--- src/rtl/ptrlut_pkg.sv ---
package ptrlut_pkg;

  typedef enum logic [1:0] {
    PTR_HOLD = 2'b00,
    PTR_LOAD = 2'b01,
    PTR_UP   = 2'b10,
    PTR_DOWN = 2'b11
  } ptr_op_e;

  typedef enum logic [1:0] {
    LINE_KEEP  = 2'b00,
    LINE_SET   = 2'b01,
    LINE_CLR   = 2'b10,
    LINE_IDLE  = 2'b11
  } line_op_e;

endpackage

--- src/rtl/ptrlut_table.sv ---
module ptrlut_table #(
  parameter int PTR_W = 4
) (
  input  logic [PTR_W-1:0]        idx,
  output logic [PTR_W-1:0]        step_up,
  output logic [PTR_W-1:0]        step_dn,
  output logic [(1<<PTR_W)-1:0]   set_mask,
  output logic [(1<<PTR_W)-1:0]   clr_mask
);
  localparam int DEPTH   = 1 << PTR_W;
  localparam int ENTRY_W = 2 * PTR_W + 2 * DEPTH;

  // entry layout: {up, down, inverted clear mask, one-hot set mask}
  logic [ENTRY_W-1:0] rom [DEPTH];
  logic [ENTRY_W-1:0] entry;

  for (genvar g = 0; g < DEPTH; g++) begin : g_entry
    localparam logic [PTR_W-1:0] UP_V = PTR_W'((g + 1) % DEPTH);
    localparam logic [PTR_W-1:0] DN_V = PTR_W'((g + DEPTH - 1) % DEPTH);
    // top index selects every line
    localparam logic [DEPTH-1:0] OR_V = (g == DEPTH - 1) ? {DEPTH{1'b1}}
                                                         : (DEPTH'(1) << g);
    assign rom[g] = {UP_V, DN_V, ~OR_V, OR_V};
  end

  assign entry    = rom[idx];
  assign step_up  = entry[ENTRY_W-1 -: PTR_W];
  assign step_dn  = entry[2*DEPTH + PTR_W - 1 -: PTR_W];
  assign clr_mask = entry[2*DEPTH-1 -: DEPTH];
  assign set_mask = entry[DEPTH-1:0];
endmodule

--- src/rtl/ptrlut_ptr_reg.sv ---
module ptrlut_ptr_reg
  import ptrlut_pkg::*;
#(
  parameter int PTR_W = 4
) (
  input  logic             clk,
  input  logic             rst_n,
  input  logic [1:0]       op,
  input  logic [PTR_W-1:0] din,
  input  logic [PTR_W-1:0] step_up,
  input  logic [PTR_W-1:0] step_dn,
  output logic [PTR_W-1:0] q
);
  logic [PTR_W-1:0] nxt;

  always_comb begin
    unique case (ptr_op_e'(op))
      PTR_LOAD: nxt = din;
      PTR_UP:   nxt = step_up;
      PTR_DOWN: nxt = step_dn;
      default:  nxt = q;
    endcase
  end

  always_ff @(posedge clk or negedge rst_n) begin
    if (!rst_n) q <= '0;
    else        q <= nxt;
  end
endmodule

--- src/rtl/ptrlut_line_latch.sv ---
module ptrlut_line_latch
  import ptrlut_pkg::*;
#(
  parameter int LINES = 16
) (
  input  logic             clk,
  input  logic             rst_n,
  input  logic [1:0]       op,
  input  logic [LINES-1:0] set_mask,
  input  logic [LINES-1:0] clr_mask,
  output logic [LINES-1:0] q
);
  logic [LINES-1:0] nxt;

  always_comb begin
    unique case (line_op_e'(op))
      LINE_SET: nxt = q | set_mask;
      LINE_CLR: nxt = q & clr_mask;
      default:  nxt = q;
    endcase
  end

  always_ff @(posedge clk or negedge rst_n) begin
    if (!rst_n) q <= '0;
    else        q <= nxt;
  end
endmodule

--- src/rtl/ptr_latch_top.sv ---
module ptr_latch_top #(
  parameter int PTR_W   = 4,
  parameter int MID_IDX = 13
) (
  input  logic                    clk,
  input  logic                    rst_n,
  input  logic [1:0]              ptr_op,
  input  logic [PTR_W-1:0]        ptr_din,
  input  logic [1:0]              line_op,
  output logic [PTR_W-1:0]        ptr_q,
  output logic [(1<<PTR_W)-1:0]   lines_q,
  output logic                    flag_zero,
  output logic                    flag_thirteen,
  output logic                    flag_top
);
  localparam int LINES = 1 << PTR_W;

  logic [PTR_W-1:0] up_w, dn_w;
  logic [LINES-1:0] set_w, clr_w;

  ptrlut_table #(.PTR_W(PTR_W)) u_table (
    .idx      (ptr_q),
    .step_up  (up_w),
    .step_dn  (dn_w),
    .set_mask (set_w),
    .clr_mask (clr_w)
  );

  ptrlut_ptr_reg #(.PTR_W(PTR_W)) u_ptr (
    .clk     (clk),
    .rst_n   (rst_n),
    .op      (ptr_op),
    .din     (ptr_din),
    .step_up (up_w),
    .step_dn (dn_w),
    .q       (ptr_q)
  );

  // masks come from the pre-edge pointer
  ptrlut_line_latch #(.LINES(LINES)) u_lines (
    .clk      (clk),
    .rst_n    (rst_n),
    .op       (line_op),
    .set_mask (set_w),
    .clr_mask (clr_w),
    .q        (lines_q)
  );

  assign flag_zero     = set_w[0];
  assign flag_thirteen = set_w[MID_IDX];
  assign flag_top      = set_w[LINES-1];
endmodule

--- config.mk ---
export PLATFORM = sky130hd
export DESIGN_NAME = ptr_latch_top
export DESIGN_NICKNAME = d
export VERILOG_FILES = /design/src/rtl/ptrlut_pkg.sv /design/src/rtl/ptrlut_table.sv /design/src/rtl/ptrlut_ptr_reg.sv /design/src/rtl/ptrlut_line_latch.sv /design/src/rtl/ptr_latch_top.sv
export SDC_FILE = /design/constraint.sdc
export NUM_CORES = 1
export LEC_CHECK = 0
export CAP_MARGIN = 20
export CORE_AREA = 2 2 64 54
export CTS_CLUSTER_SIZE = 10
export DETAILED_ROUTE_END_ITERATION = 10
export DIE_AREA = 0 0 66 56
export PLACE_DENSITY = 0.74
export SYNTH_ARGS = -nofsm -noshare
export SYNTH_HDL_FRONTEND = slang
export SYNTH_HIERARCHICAL = 1
export SYNTH_SLANG_ARGS = --single-unit
export TNS_END_PERCENT = 5
--- constraint.sdc ---
create_clock -name clk -period 1.55 [get_ports clk]
set_input_delay 0.3875 -clock clk [delete_from_list [all_inputs] [get_ports clk]]
set_output_delay 0.3875 -clock clk [all_outputs]
set_load 0.005 [all_outputs]
==> out/qor.txt, run 1 <==
Total of warnings raised by yosys - 6
Area of all placed cells without fillers - 2140 um2
Post-layout worst setup margin - -0.114 ns
Clock latency reported for the late side of the worst-skew pair - 0.26 ns
Worst Path Class, Setup - reg2out
Placeable core area - 3020 um2
Clock tree from TritonCTS - done
Final hold violation count - 0
Reg-to-Reg End - u_lines/q[2]$_DFFE_PN0P_
Antenna fix cells - 0
Cell count after synthesis - 144
Worst-case register-to-register setup slack - -0.11 ns
Hold Buf Count CTS - 0
Highest clock rate - 601 MHz
Port-buffer cells - 32
Avg Synthesized Cell Area - 9.00 um2
Filler cell count in the final layout - 225
I/O pin count - 33
Critical Path End Type - primary output
Worst Skew - 0.00547 ns
Gr ovfl total - 0
Layout overhead on the synthesized area - 65.3%
Via count of the first global-routing pass - 1,313
Area of placed instances - 1860 um2
Root buf cell - sky130_fd_sc_hd__clkbuf_8
Clk sink count - 20
Maximum number of pins on one net before global-route repair - 21
Outcome - finished with violations
Proportion of layout cells with a drive suffix above 1 - 36.9%
Synthesis-stage register bit count - 20
Arrival time of data at the critical path endpoint - 1.28 ns
Most common cell after layout, fill and taps aside - sky130_fd_sc_hd__o21ai_0
Detailed placer's ending HPWL - 2570 um
VDD IR-drop max - 0.000837 V
Placer congestion estimate - 0.873
Final net count - 221
Setup slack after placement - -0.322 ns
Req. time, crit path - 1.16 ns
Number of CTS-inserted buffers - 3
CTS H-Tree Depth - 1
Wire length of the first global-routing pass - 6560 um
Width of the die - 66 um
Most frequent cells in the layout - sky130_fd_sc_hd__o21ai_0, sky130_fd_sc_hd__buf_4, sky130_fd_sc_hd__a21oi_1, sky130_fd_sc_hd__dfrtp_1, sky130_fd_sc_hd__dlymetal6s2s_1
Post-Route WL - 4150 um
Initial standard-cell utilization of the core - 43.0%
Antenna violations before repair - 0
Overall die height - 56 um
Fin util - 71.0%
Final setup viols - 10
Standard-cell rows - 18
Part of the Yosys area used for sequential elements - 38.6%
DR vias - 1,341
Global Route Usage Sum - 23.2%
Critical R2R Launch - u_ptr/q[0]$_DFFE_PN0P_
Post-CTS clock slew at the launch and capture registers of the worst setup and hold paths - 0.08 ns
Max Fanout on Critical Path - 3
DRC marker count from the first detailed-route iteration - 69
Number of search-and-repair iterations in the first detailed-routing pass - 4
Net count after synthesis - 161
Max-slew violation count - 0
Power per cell area - 1730 nW/um2
Setup repair after global routing missed its margin - yes
Final ANT Viol Nets - 0
Worst slew margin - 82.3%
Crit path launch type - flop
Netlist Area Pre-Place - 1300 um2
Detail-routed via count per cell - 5.52
Leakage Power - 0.000879 uW
Number of distinct library cells after synthesis - 26
Post-DR wirelength/cell - 17.1 um
Post-route DRC - 0
Floorplan die area - 3700 um2
Transition time at the pin with the least slew margin - 0.266 ns
Final period util - 107%
Post-route minimum period - 1.66 ns
Longest Clk Path Bufs - 2
Violated checks - negative setup slack
Class of the tightest hold or removal check - in2async
Max capacitance violation total - 0
Number of cells traversed by the worst register-to-register path - 8
-- critical path: stages (launching register included) --
cell	delay, ns
sky130_fd_sc_hd__dfrtp_2	0.45
sky130_fd_sc_hd__ha_4	0.17
sky130_fd_sc_hd__and3_4	0.15
sky130_fd_sc_hd__inv_2	0.06
sky130_fd_sc_hd__o21ai_2	0.05
sky130_fd_sc_hd__buf_2	0.12
-- area by class of cell --
cell class | instances | area [um2] | area share (%)
Multi-Input combinational cell | 104 | 830 | 38.7
Tap cell | 40 | 50.0 | 2.34
Timing Repair Buffer | 66 | 646 | 30.1
Clock inverter | 1 | 30.0 | 1.40
Clock buffer | 3 | 41.3 | 1.93
Sequential cell | 20 | 504 | 23.5
Inverter | 9 | 41.3 | 1.93
-- metrics by stage --
step                      total power (uW)  hold slack [ns]  std cells  setup TNS [ns]
after CTS                             3490            0.465        243          -0.824
final                                 3700            0.459        243          -0.733
after global routing                  3910            0.478        243           -1.46
after global placement                2630            0.510        230           -4.98
after detailed placement              2670            0.527        230           -5.90
after floorplan                       1840           0.0919        144         -0.0669
-- registers in the layout, indices dropped and copies added, names as in the netlist --
name,flops
u_ptr/q,4
u_lines/q,16
-- synth_stat cells (all sizes together) --
cell type,n,area (um2)
buf,8,51.3
a21boi,1,7.51
dfrtp,20,500
nand2,4,15.0
o21a,6,45.0
inv,9,33.8
nor2b,4,25.0
nor2,6,22.5
clkbuf,3,11.3
and2b,1,7.51
nand2b,1,6.26
and2,3,18.8
ha,7,87.6
and3,1,6.26
a21o,2,15.0
xnor2,2,17.5
a21oi,20,100
mux4,4,105
a21bo,1,10.0
o21ai,40,200
mux2i,1,10.0
-- repair_timing --
action | 4_1_cts | 5_1_grt
gates resized for setup | 41 | 37
pin swaps | 5 | 4
setup endpoints to repair | 28 | 36
endpoints found under the hold margin | 0 | 0
buffers inserted | 9 | 0
-- how the worst max path moves through the flow --
stage	start	to	slack, ns	cells after the start
floorplan	u_ptr/q[1]$_DFFE_PN0P_	u_ptr/q[3]$_DFFE_PN0P_	-0.04	6
global placement	u_ptr/q[0]$_DFFE_PN0P_	flag_zero	-0.28	5
CTS	u_ptr/q[3]$_DFFE_PN0P_	flag_thirteen	-0.14	5
global route	u_ptr/q[1]$_DFFE_PN0P_	flag_zero	-0.17	5
finish	u_ptr/q[0]$_DFFE_PN0P_	flag_zero	-0.11	5
detailed placement	line_op[0]	u_lines/q[1]$_DFFE_PN0P_	-0.32	6
-- kinds of logic (layout without fill, tap and decap cells) --
family	after synthesis	after routing	synth area share, %
compound gates	70	70	29.2
xor+xnor	2	2	1.35
flops	20	20	38.6
simple gates	20	20	7.82
buf+inv	20	79	7.43
mux	5	5	8.88
fa+ha+maj	7	7	6.76
-- power breakdown --
group / switching, uW / leakage, uW / internal (uW) / total, uW
registers: 93.7 / 0.000186 / 622 / 716
logic: 1140 / 0.000658 / 1320 / 2460
clock network: 183 / 0.0000357 / 345 / 528
total: 1420 / 0.000879 / 2280 / 3700
-- layer usage --
metal	global-route usage [%]	share of wire [%]
met5	0	0
met4	2.33	0.39
met3	6.07	7.5
met1	31.0	40
met2	39.1	52
No activity file was read; power rests on OpenSTA's default activity.
==> run 2, diff against run 1 <==
CORE_AREA = 2 2 62 52   (was 2 2 64 54)
DIE_AREA = 0 0 64 54   (was 0 0 66 56)
PLACE_DENSITY = 0.76   (was 0.74)
clock period = 1.9 ns   (was 1.55 ns; I/O delays follow)
==> out/qor.txt, run 2 (synthesis gave the netlist of run 1 again) <==
Outcome - finished, final reports clean
CTS H-Tree Depth - 1 (unchanged)
Worst slew margin - 73.6% (-8.7 points)
Total power after layout - 2430 uW (-34%)
Area of placed instances - 1750 um2 (-6.0%)
Arrival time of data at the critical path endpoint - 1.35 ns (+0.07 ns)
Power per cell area - 1320 nW/um2 (-24%)
Detail-routed via count per cell - 5.43 (-1.6%)
Crit path launch type - flop
Cell internal power dissipation - 1510 uW (-34%)
Antenna fix cells - 0 (unchanged)
Post-route DRC - 0 (unchanged)
Clock tree from TritonCTS - done
Width of the die - 64 um (-3.0%)
Max Fanout on Critical Path - 3 (unchanged)
Highest clock rate - 548 MHz
Req. time, crit path - 1.42 ns (+0.26 ns)
Clk sink count - 20 (unchanged)
Post-Route WL - 3340 um (-20%)
Final period util - 96.1%
Final net count - 209 (-5.4%)
Final ANT Viol Nets - 0 (unchanged)
Register share of total power - 23.2% (+3.9 points)
Post-route minimum period - 1.83 ns
Proportion of layout cells with a drive suffix above 1 - 20.9% (-16 points)
Area of all placed cells without fillers - 1850 um2 (-14%)
Port-buffer cells - 32 (unchanged)
Longest Clk Path Bufs - 2 (unchanged)
Clock latency reported for the late side of the worst-skew pair - 0.31 ns (+0.05 ns)
Switching component of the power - 917 uW (-35%)
Worst Path Class, Setup - reg2out
Wire length of the first global-routing pass - 5600 um (-15%)
Global Route Usage Sum - 21.4% (-1.8 points)
Setup repair after global routing missed its margin - yes
Standard-cell rows - 18 (unchanged)
DR vias - 1,254 (-6.5%)
Detailed placer's ending HPWL - 2490 um (-3.2%)
Post-DR wirelength/cell - 14.5 um (-15%)
Most common cell after layout, fill and taps aside - sky130_fd_sc_hd__o21ai_0
Final Hold Slack - 0.488 ns (+0.0293 ns)
Most frequent cells in the layout - sky130_fd_sc_hd__o21ai_0, sky130_fd_sc_hd__clkdlybuf4s50_1, sky130_fd_sc_hd__a21oi_1
Combinational cell fraction of total power - 62.1% (-4.3 points)
Final hold violation count - 0 (unchanged)
Max capacitance violation total - 0 (unchanged)
Gr ovfl total - 0 (unchanged)
Worst Skew - 0.00481 ns (-0.000660 ns)
DRC marker count from the first detailed-route iteration - 54 (-22%)
I/O pin count - 33 (unchanged)
Top flop regs - u_lines/q (16), u_ptr/q (4)
Largest register by flop count - u_lines/q
Post-CTS clock slew at the launch and capture registers of the worst setup and hold paths - 0.12 ns (+0.04 ns)
Transition time at the pin with the least slew margin - 0.396 ns (+0.130 ns)
Flip-flop count of the largest register, all copies and words added - 16 (unchanged)
Root buf cell - sky130_fd_sc_hd__clkbuf_4
Number of search-and-repair iterations in the first detailed-routing pass - 4 (unchanged)
Leakage Power - 0.000780 uW (-11%)
Via count of the first global-routing pass - 1,260 (-4.0%)
Hold Buf Count CTS - 0 (unchanged)
Class of the tightest hold or removal check - in2async
Filler cell count in the final layout - 237 (+5.3%)
Critical Path End Type - primary output
Final setup viols - 0 (-10)
Initial standard-cell utilization of the core - 44.6% (+1.7 points)
Overall die height - 54 um (-3.6%)
Floorplan die area - 3460 um2 (-6.5%)
VDD IR-drop max - 0.000605 V (-28%)
Antenna violations before repair - 0 (unchanged)
Maximum number of pins on one net before global-route repair - 21 (unchanged)
Number of CTS-inserted buffers - 3 (unchanged)
Placeable core area - 2910 um2 (-3.7%)
Max-slew violation count - 0 (unchanged)
Placer congestion estimate - 0.926 (+6.1%)
Sum Neg Setup Slack - 0 ns (+0.733 ns)
Layout overhead on the synthesized area - 42.4%
Part of the total power dissipated in the clock network - 14.7% (+0.4 points)
Switch share - 37.8% (-0.56 points)
[run 2: cell count changes in the layout (fill, tap and decap cells not counted), moves of 6 or more]
cell / before / now
sky130_fd_sc_hd__buf_4: 25 / 19
sky130_fd_sc_hd__clkdlybuf4s50_1: 9 / 28
sky130_fd_sc_hd__buf_6: 8 / 2
sky130_fd_sc_hd__o21ai_0: 29 / 37
sky130_fd_sc_hd__dlymetal6s2s_1: 14 / 0
sky130_fd_sc_hd__o21ai_1: 9 / 2
[run 2: cell type report]
type	count	area [um2]	area share, %
repair buffers	54	493	26.7
inverters	9	33.8	1.83
clock buffers	3	22.5	1.22
clock inverters	1	30.0	1.63
well taps	40	50.0	2.71
multi-input cells	104	713	38.6
flip-flops and latches	20	503	27.3
[run 2: timing repair]
item                                    in CTS  in global routing
endpoints found under the setup margin       4                  6
hold endpoints to repair                     0                  0
buffers inserted                             3                  1
gates resized for setup                     11                 10
pin swaps                                    0                  1
[run 2: power groups by stage]
stage	logic [uW]	clock network (uW)	registers, uW
after CTS	1450	362	572
after global routing	1650	380	578
after floorplan	778	0	604
after global placement	1330	0	589
final	1510	357	563
after detailed placement	1370	0	596
[run 2: critical path, stage by stage (launching register included)]
cell                       delay [ns]
sky130_fd_sc_hd__dfrtp_1         0.42
sky130_fd_sc_hd__inv_1           0.09
sky130_fd_sc_hd__ha_1            0.16
sky130_fd_sc_hd__nand2b_1        0.09
sky130_fd_sc_hd__o21ai_2         0.14
sky130_fd_sc_hd__clkbuf_2        0.13
[run 2: final timing paths]
path                                                start                         to  slack, ns  cells past startpoint
max in group asynchronous                           rst_n     u_ptr/q[3]$_DFFE_PN0P_       1.19                      2
worst max register to register     u_ptr/q[3]$_DFFE_PN0P_     u_ptr/q[0]$_DFFE_PN0P_       0.08                      6
min in group clk                u_lines/q[12]$_DFFE_PN0P_  u_lines/q[12]$_DFFE_PN0P_       0.56                      2
worst min-delay path                                rst_n   u_lines/q[5]$_DFFE_PN0P_       0.49                      2
worst max-delay path               u_ptr/q[1]$_DFFE_PN0P_                  flag_zero       0.07                      5
worst min register to register  u_lines/q[12]$_DFFE_PN0P_  u_lines/q[12]$_DFFE_PN0P_       0.56                      2
[run 2: layer usage]
layer	vias to the layer above	GRT usage [%]	part of all wire [%]
met1	611	27.1	45
li1	601	-	-
met2	40	38.2	49
met5	-	0	0
met4	0	2.90	0.30
met3	2	5.65	5.6
[run 2: stage by stage]
stage	worst slack [ns]	instances	utilization, %
floorplan	0.194	144	-
global placement	-0.0399	223	60.3
detailed placement	-0.0721	223	60.3
CTS	-0.111	230	63.2
global route	-0.0102	231	63.5
finish	0.0745	231	63.5
